[src/rtl/smon_pkg.sv]
package smon_pkg;
    typedef enum logic [2:0] {
        ST_IDLE    = 3'd0,
        ST_ATTEMPT = 3'd1,
        ST_WAIT    = 3'd2,
        ST_PAUSE   = 3'd3,
        ST_DONE    = 3'd4
    } smon_state_e;

    typedef struct packed {
        smon_state_e state;
        logic        ready;
    } smon_ctl_s;
endpackage

[src/rtl/smon_gap_timer.sv]
module smon_gap_timer #(
    parameter int CNT_W = 4
) (
    input  logic             clk,
    input  logic             rst_n,
    input  logic             load_i,
    input  logic [CNT_W-1:0] load_val_i,
    input  logic             tick_i,
    output logic             expired_o
);
    logic [CNT_W-1:0] cnt_d, cnt_q;

    always_comb begin
        cnt_d = cnt_q;
        if (load_i)
            cnt_d = load_val_i;
        else if (tick_i && cnt_q != '0)
            cnt_d = cnt_q - 1'b1;
    end

    always_ff @(posedge clk or negedge rst_n) begin
        if (!rst_n) cnt_q <= '0;
        else        cnt_q <= cnt_d;
    end

    assign expired_o = (cnt_q == '0);


    no_count_up_chk: assert property (@(posedge clk) disable iff (!rst_n)
        !$past(load_i) |-> cnt_q <= $past(cnt_q));


    hold_without_tick_chk: assert property (@(posedge clk) disable iff (!rst_n)
        (!load_i && !tick_i) |=> $stable(cnt_q));
endmodule

[src/rtl/smon_poll_seq.sv]
module smon_poll_seq
    import smon_pkg::*;
#(
    parameter int PAUSE_W = 4
) (
    input  logic               clk,
    input  logic               rst_n,
    input  logic               ctrl_master,
    input  logic               ctrl_monitor,
    input  logic               addr_wr,
    input  logic [PAUSE_W-1:0] pause_len,
    input  logic               res_valid,
    input  logic               res_ack,
    input  logic               bus_tick,
    output logic               attempt_req,
    output logic               slave_ready
);
    smon_ctl_s ctl_d, ctl_q;
    logic      active;
    logic      gap_load;
    logic      gap_expired;

    assign active = ctrl_master & ctrl_monitor;

    smon_gap_timer #(.CNT_W(PAUSE_W)) u_gap (
        .clk        (clk),
        .rst_n      (rst_n),
        .load_i     (gap_load),
        .load_val_i (pause_len),
        .tick_i     (bus_tick),
        .expired_o  (gap_expired)
    );

    always_comb begin
        ctl_d       = ctl_q;
        ctl_d.ready = 1'b0;
        gap_load    = 1'b0;
        if (!active) begin
            ctl_d.state = ST_IDLE;
        end else begin
            unique case (ctl_q.state)
                ST_IDLE:    if (addr_wr) ctl_d.state = ST_ATTEMPT;
                ST_ATTEMPT: ctl_d.state = ST_WAIT;
                ST_WAIT: begin
                    if (res_valid) begin
                        if (res_ack) begin
                            ctl_d.state = ST_DONE;
                            ctl_d.ready = 1'b1;
                        end else begin
                            ctl_d.state = ST_PAUSE;
                            gap_load    = 1'b1;
                        end
                    end
                end
                ST_PAUSE:   if (bus_tick && gap_expired) ctl_d.state = ST_ATTEMPT;
                ST_DONE:    ctl_d.state = ST_DONE;
                default:    ctl_d.state = ST_IDLE;
            endcase
        end
    end

    always_ff @(posedge clk or negedge rst_n) begin
        if (!rst_n) ctl_q <= '{state: ST_IDLE, ready: 1'b0};
        else        ctl_q <= ctl_d;
    end

    assign attempt_req = (ctl_q.state == ST_ATTEMPT);
    assign slave_ready = ctl_q.ready;


    req_single_chk: assert property (@(posedge clk) disable iff (!rst_n)
        attempt_req |=> !attempt_req);


    ready_single_chk: assert property (@(posedge clk) disable iff (!rst_n)
        slave_ready |=> !slave_ready);


    abort_quiet_chk: assert property (@(posedge clk) disable iff (!rst_n)
        !active |=> (!attempt_req && !slave_ready));


    ready_after_ack_chk: assert property (@(posedge clk) disable iff (!rst_n)
        slave_ready |-> ($past(res_valid) && $past(res_ack)));
endmodule

[config.mk]
export PLATFORM = sky130hd
export DESIGN_NAME = smon_poll_seq
export DESIGN_NICKNAME = d
export VERILOG_FILES = /design/src/rtl/smon_pkg.sv /design/src/rtl/smon_gap_timer.sv /design/src/rtl/smon_poll_seq.sv
export SDC_FILE = /design/constraint.sdc
export NUM_CORES = 1
export LEC_CHECK = 0
export ABC_AREA = 0
export ABC_CLOCK_PERIOD_IN_PS = 1400
export BUFFER_PORTS_ARGS = -buffer_cell sky130_fd_sc_hd__buf_2
export CAP_MARGIN = 10
export CORE_AREA = 5 5 42 44
export CTS_BUF_LIST = sky130_fd_sc_hd__clkbuf_8
export DETAILED_ROUTE_END_ITERATION = 8
export DIE_AREA = 0 0 47 49
export SLEW_MARGIN = 20
export SYNTH_ARGS = -nofsm -noshare
export SYNTH_HDL_FRONTEND = slang
export SYNTH_HIERARCHICAL = 1
export SYNTH_SLANG_ARGS = --single-unit
[constraint.sdc]
create_clock -name clk -period 1.4 [get_ports clk]
set_input_delay 0.14 -clock clk [delete_from_list [all_inputs] [get_ports clk]]
set_output_delay 0.14 -clock clk [all_outputs]
set_load 0.05 [all_outputs]
After elaboration in Yosys (flattened, before gate mapping) --
Index checks and enable logic that the tools add are counted.
Storage, ports and cells: input port bits 12, logic and storage cells 34, output and inout bits 2, flip-flop bits (word level) 8
Cells by class: equality and inequality tests 7, muxes and demuxes 15, bitwise gates (word level) 1, reductions and logical operators 7, add/subtract/negate cells 1
Operator list (count):
- one-hot mux 3 bit (5 select lines) | 1
- two-way mux 3 bit | 4
- two-way mux 4 bit | 3
- != test 3 bit, second input constant | 3
- two-way mux 1 bit | 7
- == test 3 x 2 -> 1 bit, second input constant | 2
- logical NOT 4 bit | 1
- nonzero test 4 bit | 1
- subtractor 4 x 1 -> 4 bit, second input constant | 1
- == test 3 x 1 -> 1 bit, second input constant | 1
- == test 3 bit, second input constant | 1
- logical NOT 3 bit | 1
- AND reduction 3 bit | 1
- logical AND 1 bit | 2
- nonzero test 2 bit | 1
- bitwise AND 1 bit | 1

Longest topological paths before layout --
Gate-level depths: netlist (run 1).
word-level depth 5, gate-level depth with buffers 5, gate-level depth less buffers 5

By module --
The synthesis (run 1) kept the hierarchy.
By module, submodules not included:
- smon_gap_timer | cells each 27, sequential area each 100.1 µm², times used 1, area each 270.3 µm²
- smon_poll_seq | cells each 21, sequential area each 100.1 µm², times used 1, area each 212.7 µm²

Worst setup path before layout (run 1) --
OpenSTA, ideal clock, no wires.
path kind reg-to-output, from register ctl_q[1] (netlist bit), to output attempt_req, setup slack -345 ps, data arrival time 1605 ps, required time 1260 ps, stages on the path, launching flop included 2, path buffers 0, cells stage by stage dfrtp_1 nor3b_1
Between the ends: cells in the longest elaborated chain, start to end 1
RTL lines:
- start, declared | RTL line smon_poll_seq.sv:18 | smon_ctl_s ctl_d, ctl_q;
- start signal, assigned | RTL line smon_poll_seq.sv:63 | if (!rst_n) ctl_q <= '{state: ST_IDLE, ready: 1'b0};
- start signal, assigned | RTL line smon_poll_seq.sv:64 | else ctl_q <= ctl_d;
- == test 3 x 1 -> 1 bit | RTL line smon_poll_seq.sv:67 | assign attempt_req = (ctl_q.state == ST_ATTEMPT);
- end, declared | RTL line smon_poll_seq.sv:15 | output logic attempt_req,
Every way passes these cells.

Worst setup path after layout (run 1) --
from register ctl_q[3] (netlist bit), to register u_gap.cnt_q[3]
Between the ends: cells in the longest elaborated chain, start to end 4, elaborated cells between the ends (all ways) 5, those cells by class eq/ne (1); mux (3); reduce/logical (1)
RTL lines:
- == test 3 x 2 -> 1 bit (*) | RTL line smon_poll_seq.sv:41 | unique case (ctl_q.state)
- two-way mux 1 bit (*) | RTL line smon_poll_seq.sv:41
- two-way mux 1 bit (*) | RTL line smon_poll_seq.sv:38 | if (!active) begin
- via gap_load | RTL line smon_poll_seq.sv:20 | logic gap_load;
- two-way mux 4 bit / nonzero test 2 bit (equally long branches)
- end signal, assigned | RTL line smon_gap_timer.sv:23 | else cnt_q <= cnt_d;
- end, declared | RTL line smon_gap_timer.sv:11 | logic [CNT_W-1:0] cnt_d, cnt_q;
Mark *: on every way through the listed nets, which the timed path passes. The rest lies on a longest branch. A chain may end at the register's enable or synchronous reset.

==> metrics.txt, run 1 <==
clk sinks=8; Yosys Warn Count=6; Worst R2R Start=ctl_q[3]; Final setup violation count=1; final count of pins violating max slew=0; Detailed Place HPWL=roughly 890 um; CTS Root Cell=clkbuf_8; HP Class=in2reg; I/O Buffers=13; final core occ=0.512; # nets final=90; Crit-path slowest cell=dfrtp_1; CTS tree=done; Die Span Y=approximately 49 um; pre-CTS WS=-77.4 ps; EDFF count, synth=0; CP max FO=7; clk slew on worst S/H paths=roughly 40 ps; die footprint=roughly 0.0023 mm2; DRC violations left=0; share of cells above drive strength 1=0.480; GPL Wtd Cong=0.805; largest net degree at the start of global routing=9; number of synthesized register bits=8; Via density=~5; average wire per standard cell=12.3 um; Crit path largest cell delay=~370 ps; CTS Buf Count=3; Worst Setup Start Kind=flop; Crit. path cell count=5; Total Wirelength=1120 um; DRT iter0 DRCs=6; vias in the first global route=about 480; final hold violation count=0; reg2reg path depth=5; Worst setup startpoint=ctl_q[3]; relative slew slack=0.789; fin crit period=1430 ps; Syn Inst Count=48; antenna violations before repair=0; Setup CP Type=reg2reg; H-tree Lvls=1; most used flip-flop cell after synthesis=dfrtp_1; Worst Path Arrival=around 1500 ps; period utilization=1.02; status=finished with violations; final hold slack=between 100 and 150 ps; Max VDD drop=553 uV; core area=0.00140 mm2; Ports=14; fmax=about 700 MHz; CTS max path bufs=2; MaxCap Viol Count=0; Finished Layout Cells=just over 90; Initial Utilization=0.345; crit-path cells=nand3b_1 > nor4_4 > buf_4 > nor3_1 > a221o_1; worst setup margin=-27.5 ps; Crit path max-delay family=simple AND/OR/NAND/NOR gates; Final Power=between 1000 and 1500 uW; row count=14; Worst setup endpoint=u_gap/cnt_q[3]; register area share after synthesis=0.415; RSZ-0062 raised after global routing=yes; Static Leak=~0.00034 uW; R2R Setup Slk=-30 ps; Syn Area/Cell=approximately 10 um2; first-pass iteration count of the detailed router=3; Area Overhead vs Synth=48.4%; cell area power density=1410 mW/mm2; CP endpoint kind=flop; WP data required=around 1500 ps; RR Endpoint=u_gap/cnt_q[3]; global-route wire length before repair=1980 um; routed vias=~450; post-route ant nets=0; worst-margin pin slew=approximately 320 ps; grt ovf=0; width of the die=47 um; count of cell types in the netlist=28; GRT Util Overall=0.123; syn nets=slightly above 60; area of the mapped netlist=slightly below 500 um2; dpl cells=85; worst skew pair latency=230 ps; ant diodes=0; failing checks=setup timing; Async SR Flop Fraction=1.00; WP buf/inv=1; Setup Skew=~4 ps
==> sequential cells by signal, summed over array words and instances (netlist names) <==
signal / flops
ctl_q: 3
u_gap/cnt_q: 4
slave_ready: 1
==> layout by cell type (no fill, tap or decap), types with 2 or more instances in the layout <==
master    Yosys  final
inv_1         3      3
buf_4         0     11
nand2_1       6      6
nor3_1        2      2
clkbuf_8      0      3
dfrtp_1       8      8
o21ai_0       3      3
nor3b_2       1      2
a21oi_1       3      3
buf_2         0     12
==> cell families (layout without fill, tap and decap cells) <==
logic type | count (synthesis) | count (layout) | synth area share
multiplexers | 1 | 1 | 0.0233
AND/OR/NAND/NOR | 23 | 23 | 0.324
buffers and inverters | 4 | 31 | 0.0466
adder cells (fa/ha/maj) | 1 | 1 | 0.0259
flip-flops | 8 | 8 | 0.415
AO/OA/AOI/OAI | 11 | 11 | 0.166
==> cell usage after synthesis (all sizes together), types with 2 or more instances <==
library cell,n,share of area
nor3b,3,0.057
nand2,6,0.047
a21oi,3,0.031
inv,3,0.023
dfrtp,8,0.41
nor3,3,0.041
nor4b,2,0.049
o21ai,3,0.031
==> layer usage <==
metal | part of all wire | wire [um] | track usage | up-vias
li1 | - | - | - | 233
met1 | 0.42 | 465 | 0.135 | 204
met2 | 0.49 | 554 | 0.190 | 12
met3 | 0.071 | 80 | 0.0517 | 4
met4 | 0.017 | 19 | 0.0691 | 0
met5 | 0 | 0 | 0 | -
==> worst min path at each step <==
stage | slack [ps] | start | depth (start not counted) | to
final | 130 | pause_len[2] | 3 | u_gap/cnt_q[2]
after global routing | 150 | pause_len[2] | 3 | u_gap/cnt_q[2]
after CTS | 120 | pause_len[2] | 3 | u_gap/cnt_q[2]
after detailed placement | -4 | rst_n | 1 | ctl_q[3]
after global placement | -7 | rst_n | 1 | u_gap/cnt_q[2]
after floorplan | -160 | rst_n | 0 | ctl_q[1]
==> where the power goes <==
group	switching, uW	internal (uW)	total [uW]
clock network	84.8	186	271
registers	46.5	292	338
logic	178	228	405
==> timing repair <==
item	in CTS	in global routing
hold buffers	1	0
hold endpoints to repair	8	0
gates resized for setup	0	3
pin swaps	1	2
setup buffers	2	1
endpoints found under the setup margin	3	4
==> final cells by class <==
type,count,area [um2]
Clock buffer,3,41.3
Fill cell,139,684
Inverter,3,11.3
Multi-Input combinational cell,36,284
Sequential cell,8,200
Tap cell,16,20.0
Timing Repair Buffer,25,160
==> worst register-to-register path: stages, from the launching register on <==
cell      delay (ps)
dfrtp_1          370
nand3b_1         210
nor4_4           160
buf_4            180
nor3_1            50
a221o_1          320
==> metrics by stage <==
stage	cell area, um2	setup TNS (ps)
floorplan	494	-121
global placement	636	0
detailed placement	636	-99.3
CTS	702	0
global route	717	-206
finish	717	-27.5
Note: power is estimated with default switching activity, not from simulation.
==> run 2: changes to the inputs <==
--- a/config.mk
+++ b/config.mk
@@ -5,7 +5,7 @@
 export SDC_FILE = /design/constraint.sdc
 export NUM_CORES = 1
 export LEC_CHECK = 0
-export ABC_AREA = 0
+export ABC_AREA = 1
 export ABC_CLOCK_PERIOD_IN_PS = 1400
 export BUFFER_PORTS_ARGS = -buffer_cell sky130_fd_sc_hd__buf_2
 export CAP_MARGIN = 10
@@ -13,6 +13,7 @@
 export CTS_BUF_LIST = sky130_fd_sc_hd__clkbuf_8
 export DETAILED_ROUTE_END_ITERATION = 8
 export DIE_AREA = 0 0 47 49
+export PLACE_DENSITY = 0.69
 export SLEW_MARGIN = 20
 export SYNTH_ARGS = -nofsm -noshare
 export SYNTH_HDL_FRONTEND = slang
==> metrics.txt, run 2 <==
average wire per standard cell=roughly 11 um; Async SR Flop Fraction=1.00; CP endpoint kind=flop; most frequent cells in the layout=nand2_1, buf_2, inv_1, nand3_1, dfrtp_1; register area share after synthesis=0.350; final hold violation count=0; Max VDD drop=slightly above 700 uV; H-tree Lvls=1; I/O Buffers=13; Sw Share=0.373; core area=between 0.001 and 0.0015 mm2; CP max FO=7; area of the mapped netlist=between 500 and 600 um2; GRT Util Overall=0.131; routed vias=620; Largest Register=u_gap/cnt_q; HP Class=in2reg; Min-Delay Path Depth=3; dpl cells=123; Via density=approximately 4.8; most used flip-flop cell after synthesis=dfrtp_1; Fillers=between 100 and 150; Ports=14; Setup Skew=about 0.67 ps; cell area power density=roughly 1300 mW/mm2; Total Wirelength=between 1000 and 1500 um; global-route wire length before repair=2300 um; worst skew pair latency=220 ps; CTS Root Cell=clkbuf_8; Syn Inst Count=90; RR Endpoint=u_gap/cnt_q[0]; width of the die=about 47 um; syn nets=between 100 and 150; count of cell types in the netlist=16; NetSw=around 380 uW; period utilization=0.971; clk slew on worst S/H paths=around 40 ps; R2R Setup Slk=~41 ps; post-route ant nets=0; hold path startpoint=res_ack; largest net degree at the start of global routing=9; antenna violations before repair=0; fmax=736 MHz; top cells by count, synth=nand2_1, inv_1, nand3_1; Die Span Y=49 um; max FFs per register=4; WP data required=1570 ps; power share of the combinational group=0.400; Setup CP Type=reg2reg; number of synthesized register bits=8; Seq pwr share=0.331; clock share of power=0.269; Final setup violation count=0; row count=14; Worst Path Arrival=approximately 1500 ps; MaxCap Viol Count=0; fin crit period=between 1000 and 1500 ps; Worst R2R Start=ctl_q[2]; Worst Setup Start Kind=flop; GPL Wtd Cong=~0.8; relative slew slack=0.835; Hold EP=slave_ready; final hold slack=about 210 ps; CTS Buf Count=3; largest cells by area after synthesis=dfrtp_1, nand2_1, nand3_1; worst-margin pin slew=about 250 ps; EDFF count, synth=0; vias in the first global route=586; Static Leak=0.000438 uW; status=finished, final reports clean; DRC violations left=0; die footprint=0.00230 mm2; first-pass iteration count of the detailed router=4; Yosys Warn Count=6; DRT iter0 DRCs=17; Initial Utilization=0.408; grt ovf=0; # nets final=127; Detailed Place HPWL=1020 um; Finished Layout Cells=128; clk sinks=8; P_int=between 600 and 700 uW; count leader, synth=nand2_1; share of cells above drive strength 1=0.321; ant diodes=0; top-area cell type share of the netlist area=0.350; CTS max path bufs=2; Syn Area/Cell=between 6 and 7 um2; final count of pins violating max slew=0; reg2reg path depth=9; CTS tree=done; leading area contributor after synthesis=dfrtp_1; commonest non-fill, non-tap cell in the layout=nand2_1; Area Overhead vs Synth=35.7%
## run 2: cells by family (layout without fill, tap and decap cells)
kind of cell / after synthesis / in the layout / synth area share
flip-flops: 8 / 8 / 0.350
AND/OR/NAND/NOR: 63 / 63 / 0.503
AO/OA/AOI/OAI: 3 / 3 / 0.0263
buffers and inverters: 15 / 37 / 0.0985
adder cells (fa/ha/maj): 1 / 1 / 0.0219
## run 2: layer usage
| metal | global-route usage | part of all wire | up-vias |
|---|---|---|---|
| li1 | - | - | 319 |
| met1 | 0.173 | 0.45 | 273 |
| met2 | 0.197 | 0.47 | 22 |
| met3 | 0.0480 | 0.064 | 6 |
| met4 | 0.0369 | 0.017 | 0 |
| met5 | 0 | 0 | - |
## run 2: worst max-delay path by stage
stage                         from             end
finish                    ctl_q[2]  u_gap/cnt_q[0]
CTS                       ctl_q[3]     attempt_req
global route              ctl_q[2]  u_gap/cnt_q[1]
global placement    u_gap/cnt_q[0]        ctl_q[1]
floorplan                 ctl_q[1]  u_gap/cnt_q[3]
detailed placement        ctl_q[3]  u_gap/cnt_q[1]
## run 2: critical path, cell delays in order, from the launching register on
cell and delay, ps:
dfrtp_1 360, inv_2 70, nor3_4 230, nand2_2 130, nor2_4 120, buf_6 130
nand2_1 50, o21ai_0 80, nand2_1 90, nand2_1 60
## run 2: layout make-up
class                      count  area (um2)  area share
multi-input combinational     67         333       0.429
sequential                     8         200       0.258
timing repair buffer          19         123       0.158
inverter                      15        58.8      0.0758
clock buffer                   3        41.3      0.0532
tap                           16        20.0      0.0258
## run 2: power by group through the flow
stage / Clock (uW) / Sequential [uW] / Combinational (uW)
after floorplan: 0 / 333 / 317
after global placement: 0 / 342 / 389
after detailed placement: 0 / 342 / 398
after CTS: 282 / 339 / 405
after global routing: 311 / 350 / 476
final: 278 / 341 / 413
## run 2: what timing repair did
action                                 CTS  global route
endpoints found under the hold margin    8             0
hold buffers                             1             0
gates resized for setup                  1             8
setup endpoints to repair                1             6
pin swaps                                0             2
setup buffers                            0             1
## run 2: per-stage QoR
step	total power (uW)	area (um2)	worst slack [ps]	setup TNS, ps	util
2_1_floorplan	649	574	8.63	0	-
3_3_place_gp	730	689	109	0	0.492
3_5_place_dp	740	689	68.8	0	0.492
4_1_cts	1030	743	9.65	0	0.530
5_1_grt	1140	776	-43.2	-71.4	0.554
6_report	1030	776	40.7	0	0.554
==> run 3: changes to the inputs <==
--- a/config.mk
+++ b/config.mk
@@ -13,9 +13,8 @@
 export CTS_BUF_LIST = sky130_fd_sc_hd__clkbuf_8
 export DETAILED_ROUTE_END_ITERATION = 8
 export DIE_AREA = 0 0 47 49
-export PLACE_DENSITY = 0.69
+export PLACE_DENSITY = 0.66
 export SLEW_MARGIN = 20
 export SYNTH_ARGS = -nofsm -noshare
 export SYNTH_HDL_FRONTEND = slang
-export SYNTH_HIERARCHICAL = 1
 export SYNTH_SLANG_ARGS = --single-unit
==> metrics.txt, run 3 <==
R2R Setup Slk=between 100 and 150 ps; Static Leak=0.000378 uW; global-route wire length before repair=2160 um; worst skew pair latency=230 ps; DRC violations left=0; Max VDD drop=about 730 uV; H-tree Lvls=1; Syn Inst Count=~80; WP buf/inv=2; Detailed Place HPWL=a little over 1000 um; GPL Wtd Cong=~0.92; CP max FO=4; Via density=around 5.2; DRT iter0 DRCs=6; width of the die=approximately 47 um; count leader, synth=nand2_1; clk sinks=8; Crit path largest cell delay=~430 ps; register area share after synthesis=0.370; Setup Skew=about 0.52 ps; Async SR Flop Fraction=1.00; NetSw=344 uW; Worst Path Arrival=roughly 1200 ps; Fillers=155; P_int=~620 uW; commonest non-fill, non-tap cell in the layout=nand2_1; Yosys Warn Count=0; grt ovf=0; routed vias=a little under 600; CTS max path bufs=2; CTS tree=done; Die Span Y=~50 um; Seq pwr share=0.353; CTS Root Cell=clkbuf_8; antenna violations before repair=0; Worst setup endpoint=attempt_req; final hold slack=167 ps; first-pass iteration count of the detailed router=4; die footprint=between 0.002 and 0.0025 mm2; EDFF count, synth=0; HP Class=in2reg; Setup CP Type=reg2out; worst-margin pin slew=around 280 ps; period utilization=0.946; Post-DP Area=638 um2; clk slew on worst S/H paths=40 ps; status=finished, final reports clean; Sum Neg Setup Slack=0 ps; CTS Buf Count=3; MaxCap Viol Count=0; Crit path max-delay family=flip-flops; leading area contributor after synthesis=dfrtp_1; relative slew slack=0.815; number of synthesized register bits=8; largest cells by area after synthesis=dfrtp_1, nand2_1, nand3_1; vias in the first global route=between 500 and 600; RSZ-0062 raised after global routing=no; Area Overhead vs Synth=28.2%; syn nets=92; Reg area=200 um2; WP data required=1260 ps; average wire per standard cell=12.2 um; Worst R2R Start=u_gap.cnt_q[0]; count of cell types in the netlist=18; area of the mapped netlist=542 um2; most frequent cells in the layout=nand2_1, buf_2, nand3_1, inv_1; clock share of power=0.288; fmax=~750 MHz; share of cells above drive strength 1=0.240; Post-CTS Setup Inserts=0; multi-input logic area=around 310 um2; Syn Area/Cell=~6.9 um2; Sw Share=0.355; top cells by count, synth=nand2_1, nand3_1, inv_1; I/O Buffers=13; core area=between 0.001 and 0.0015 mm2; Largest Register=u_gap.cnt_q; Total Wirelength=around 1400 um; Design Area, Final=slightly below 700 um2; RR Endpoint=u_gap.cnt_q[2]; crit-path cells=inv_1 > nor3_4 > clkbuf_4; top-area cell type share of the netlist area=0.370; largest net degree at the start of global routing=9; Worst Setup Start Kind=flop; GRT Util Overall=0.134; Crit-path slowest cell=dfrtp_1; Final Power=about 970 uW; Worst setup startpoint=ctl_q[1]; reg2reg path depth=7; row count=14; ant diodes=0; fin crit period=~1300 ps; CP endpoint kind=output pin; # nets final=between 100 and 150; Initial Utilization=0.387; final hold violation count=0; cell area power density=around 1400 mW/mm2; Final setup violation count=0; Crit. path cell count=3; Ports=14; power share of the combinational group=0.359; max FFs per register=4; most used flip-flop cell after synthesis=dfrtp_1; final count of pins violating max slew=0; post-route ant nets=0
run 3: cell types whose count changed in the layout (fill, tap and decap cells not counted), moves of 2 or more:
cell      change
nand3_1       +2
nand2_1      -13
buf_4         -4
inv_2         -3
buf_6         -2
nand3b_1      +3
run 3: final cells by class:
cell class | count | area share
repair buffers | 14 | 0.112
clock buffers | 3 | 0.0595
flip-flops and latches | 8 | 0.288
inverters | 11 | 0.0595
multi-input cells | 60 | 0.452
well taps | 16 | 0.0288
run 3: logic make-up (layout without fill, tap and decap cells):
family	Yosys count	after routing	synth area share
flops	8	8	0.370
xor+xnor	1	1	0.0162
fa+ha+maj	1	1	0.0231
simple gates	53	53	0.469
compound gates	5	5	0.0462
buf+inv	11	28	0.0762
run 3: routing by layer:
metal | wire, um | global-route usage | vias to the layer above
li1 | - | - | 290
met1 | 560 | 0.158 | 267
met2 | 684 | 0.197 | 22
met3 | 74 | 0.0258 | 5
met4 | 46 | 0.111 | 0
met5 | 0 | 0 | -
run 3: worst min-delay path by stage:
stage | slack [ps] | endpoint | depth (start not counted) | from
after global placement | -7 | slave_ready | 1 | rst_n
final | 170 | u_gap.cnt_q[3] | 3 | pause_len[3]
after CTS | 170 | u_gap.cnt_q[3] | 3 | pause_len[3]
after global routing | 210 | slave_ready | 3 | res_ack
after detailed placement | -6 | ctl_q[3] | 1 | rst_n
after floorplan | -160 | ctl_q[1] | 0 | rst_n
run 3: power groups by stage:
stage | Clock [uW] | Sequential (uW) | Combinational [uW]
after global routing | 298 | 350 | 404
after CTS | 285 | 341 | 349
after global placement | 0 | 341 | 327
after detailed placement | 0 | 343 | 343
final | 279 | 342 | 347
after floorplan | 0 | 332 | 265
run 3: worst reg2reg max path, delay by kind of cell (launching register included):
kind / cells / cell delay [ps]
simple gates: 4 / 340
flops: 1 / 370
fa+ha+maj: 1 / 230
compound gates: 1 / 90
buf+inv: 1 / 120
run 3: through the flow:
step | util | std cells | setup WS (ps)
finish | 0.496 | 112 | 75.5
global route | 0.496 | 112 | 15.1
CTS | 0.492 | 112 | 45.4
detailed placement | 0.455 | 108 | 96.3
global placement | 0.455 | 108 | 154
floorplan | - | 79 | 179
run 3: what timing repair did:
| action | 4_1_cts | 5_1_grt |
|---|---|---|
| setup endpoints to repair | 0 | 3 |
| hold endpoints to repair | 8 | 0 |
| resized for setup | 0 | 2 |
| hold buffers | 1 | 0 |
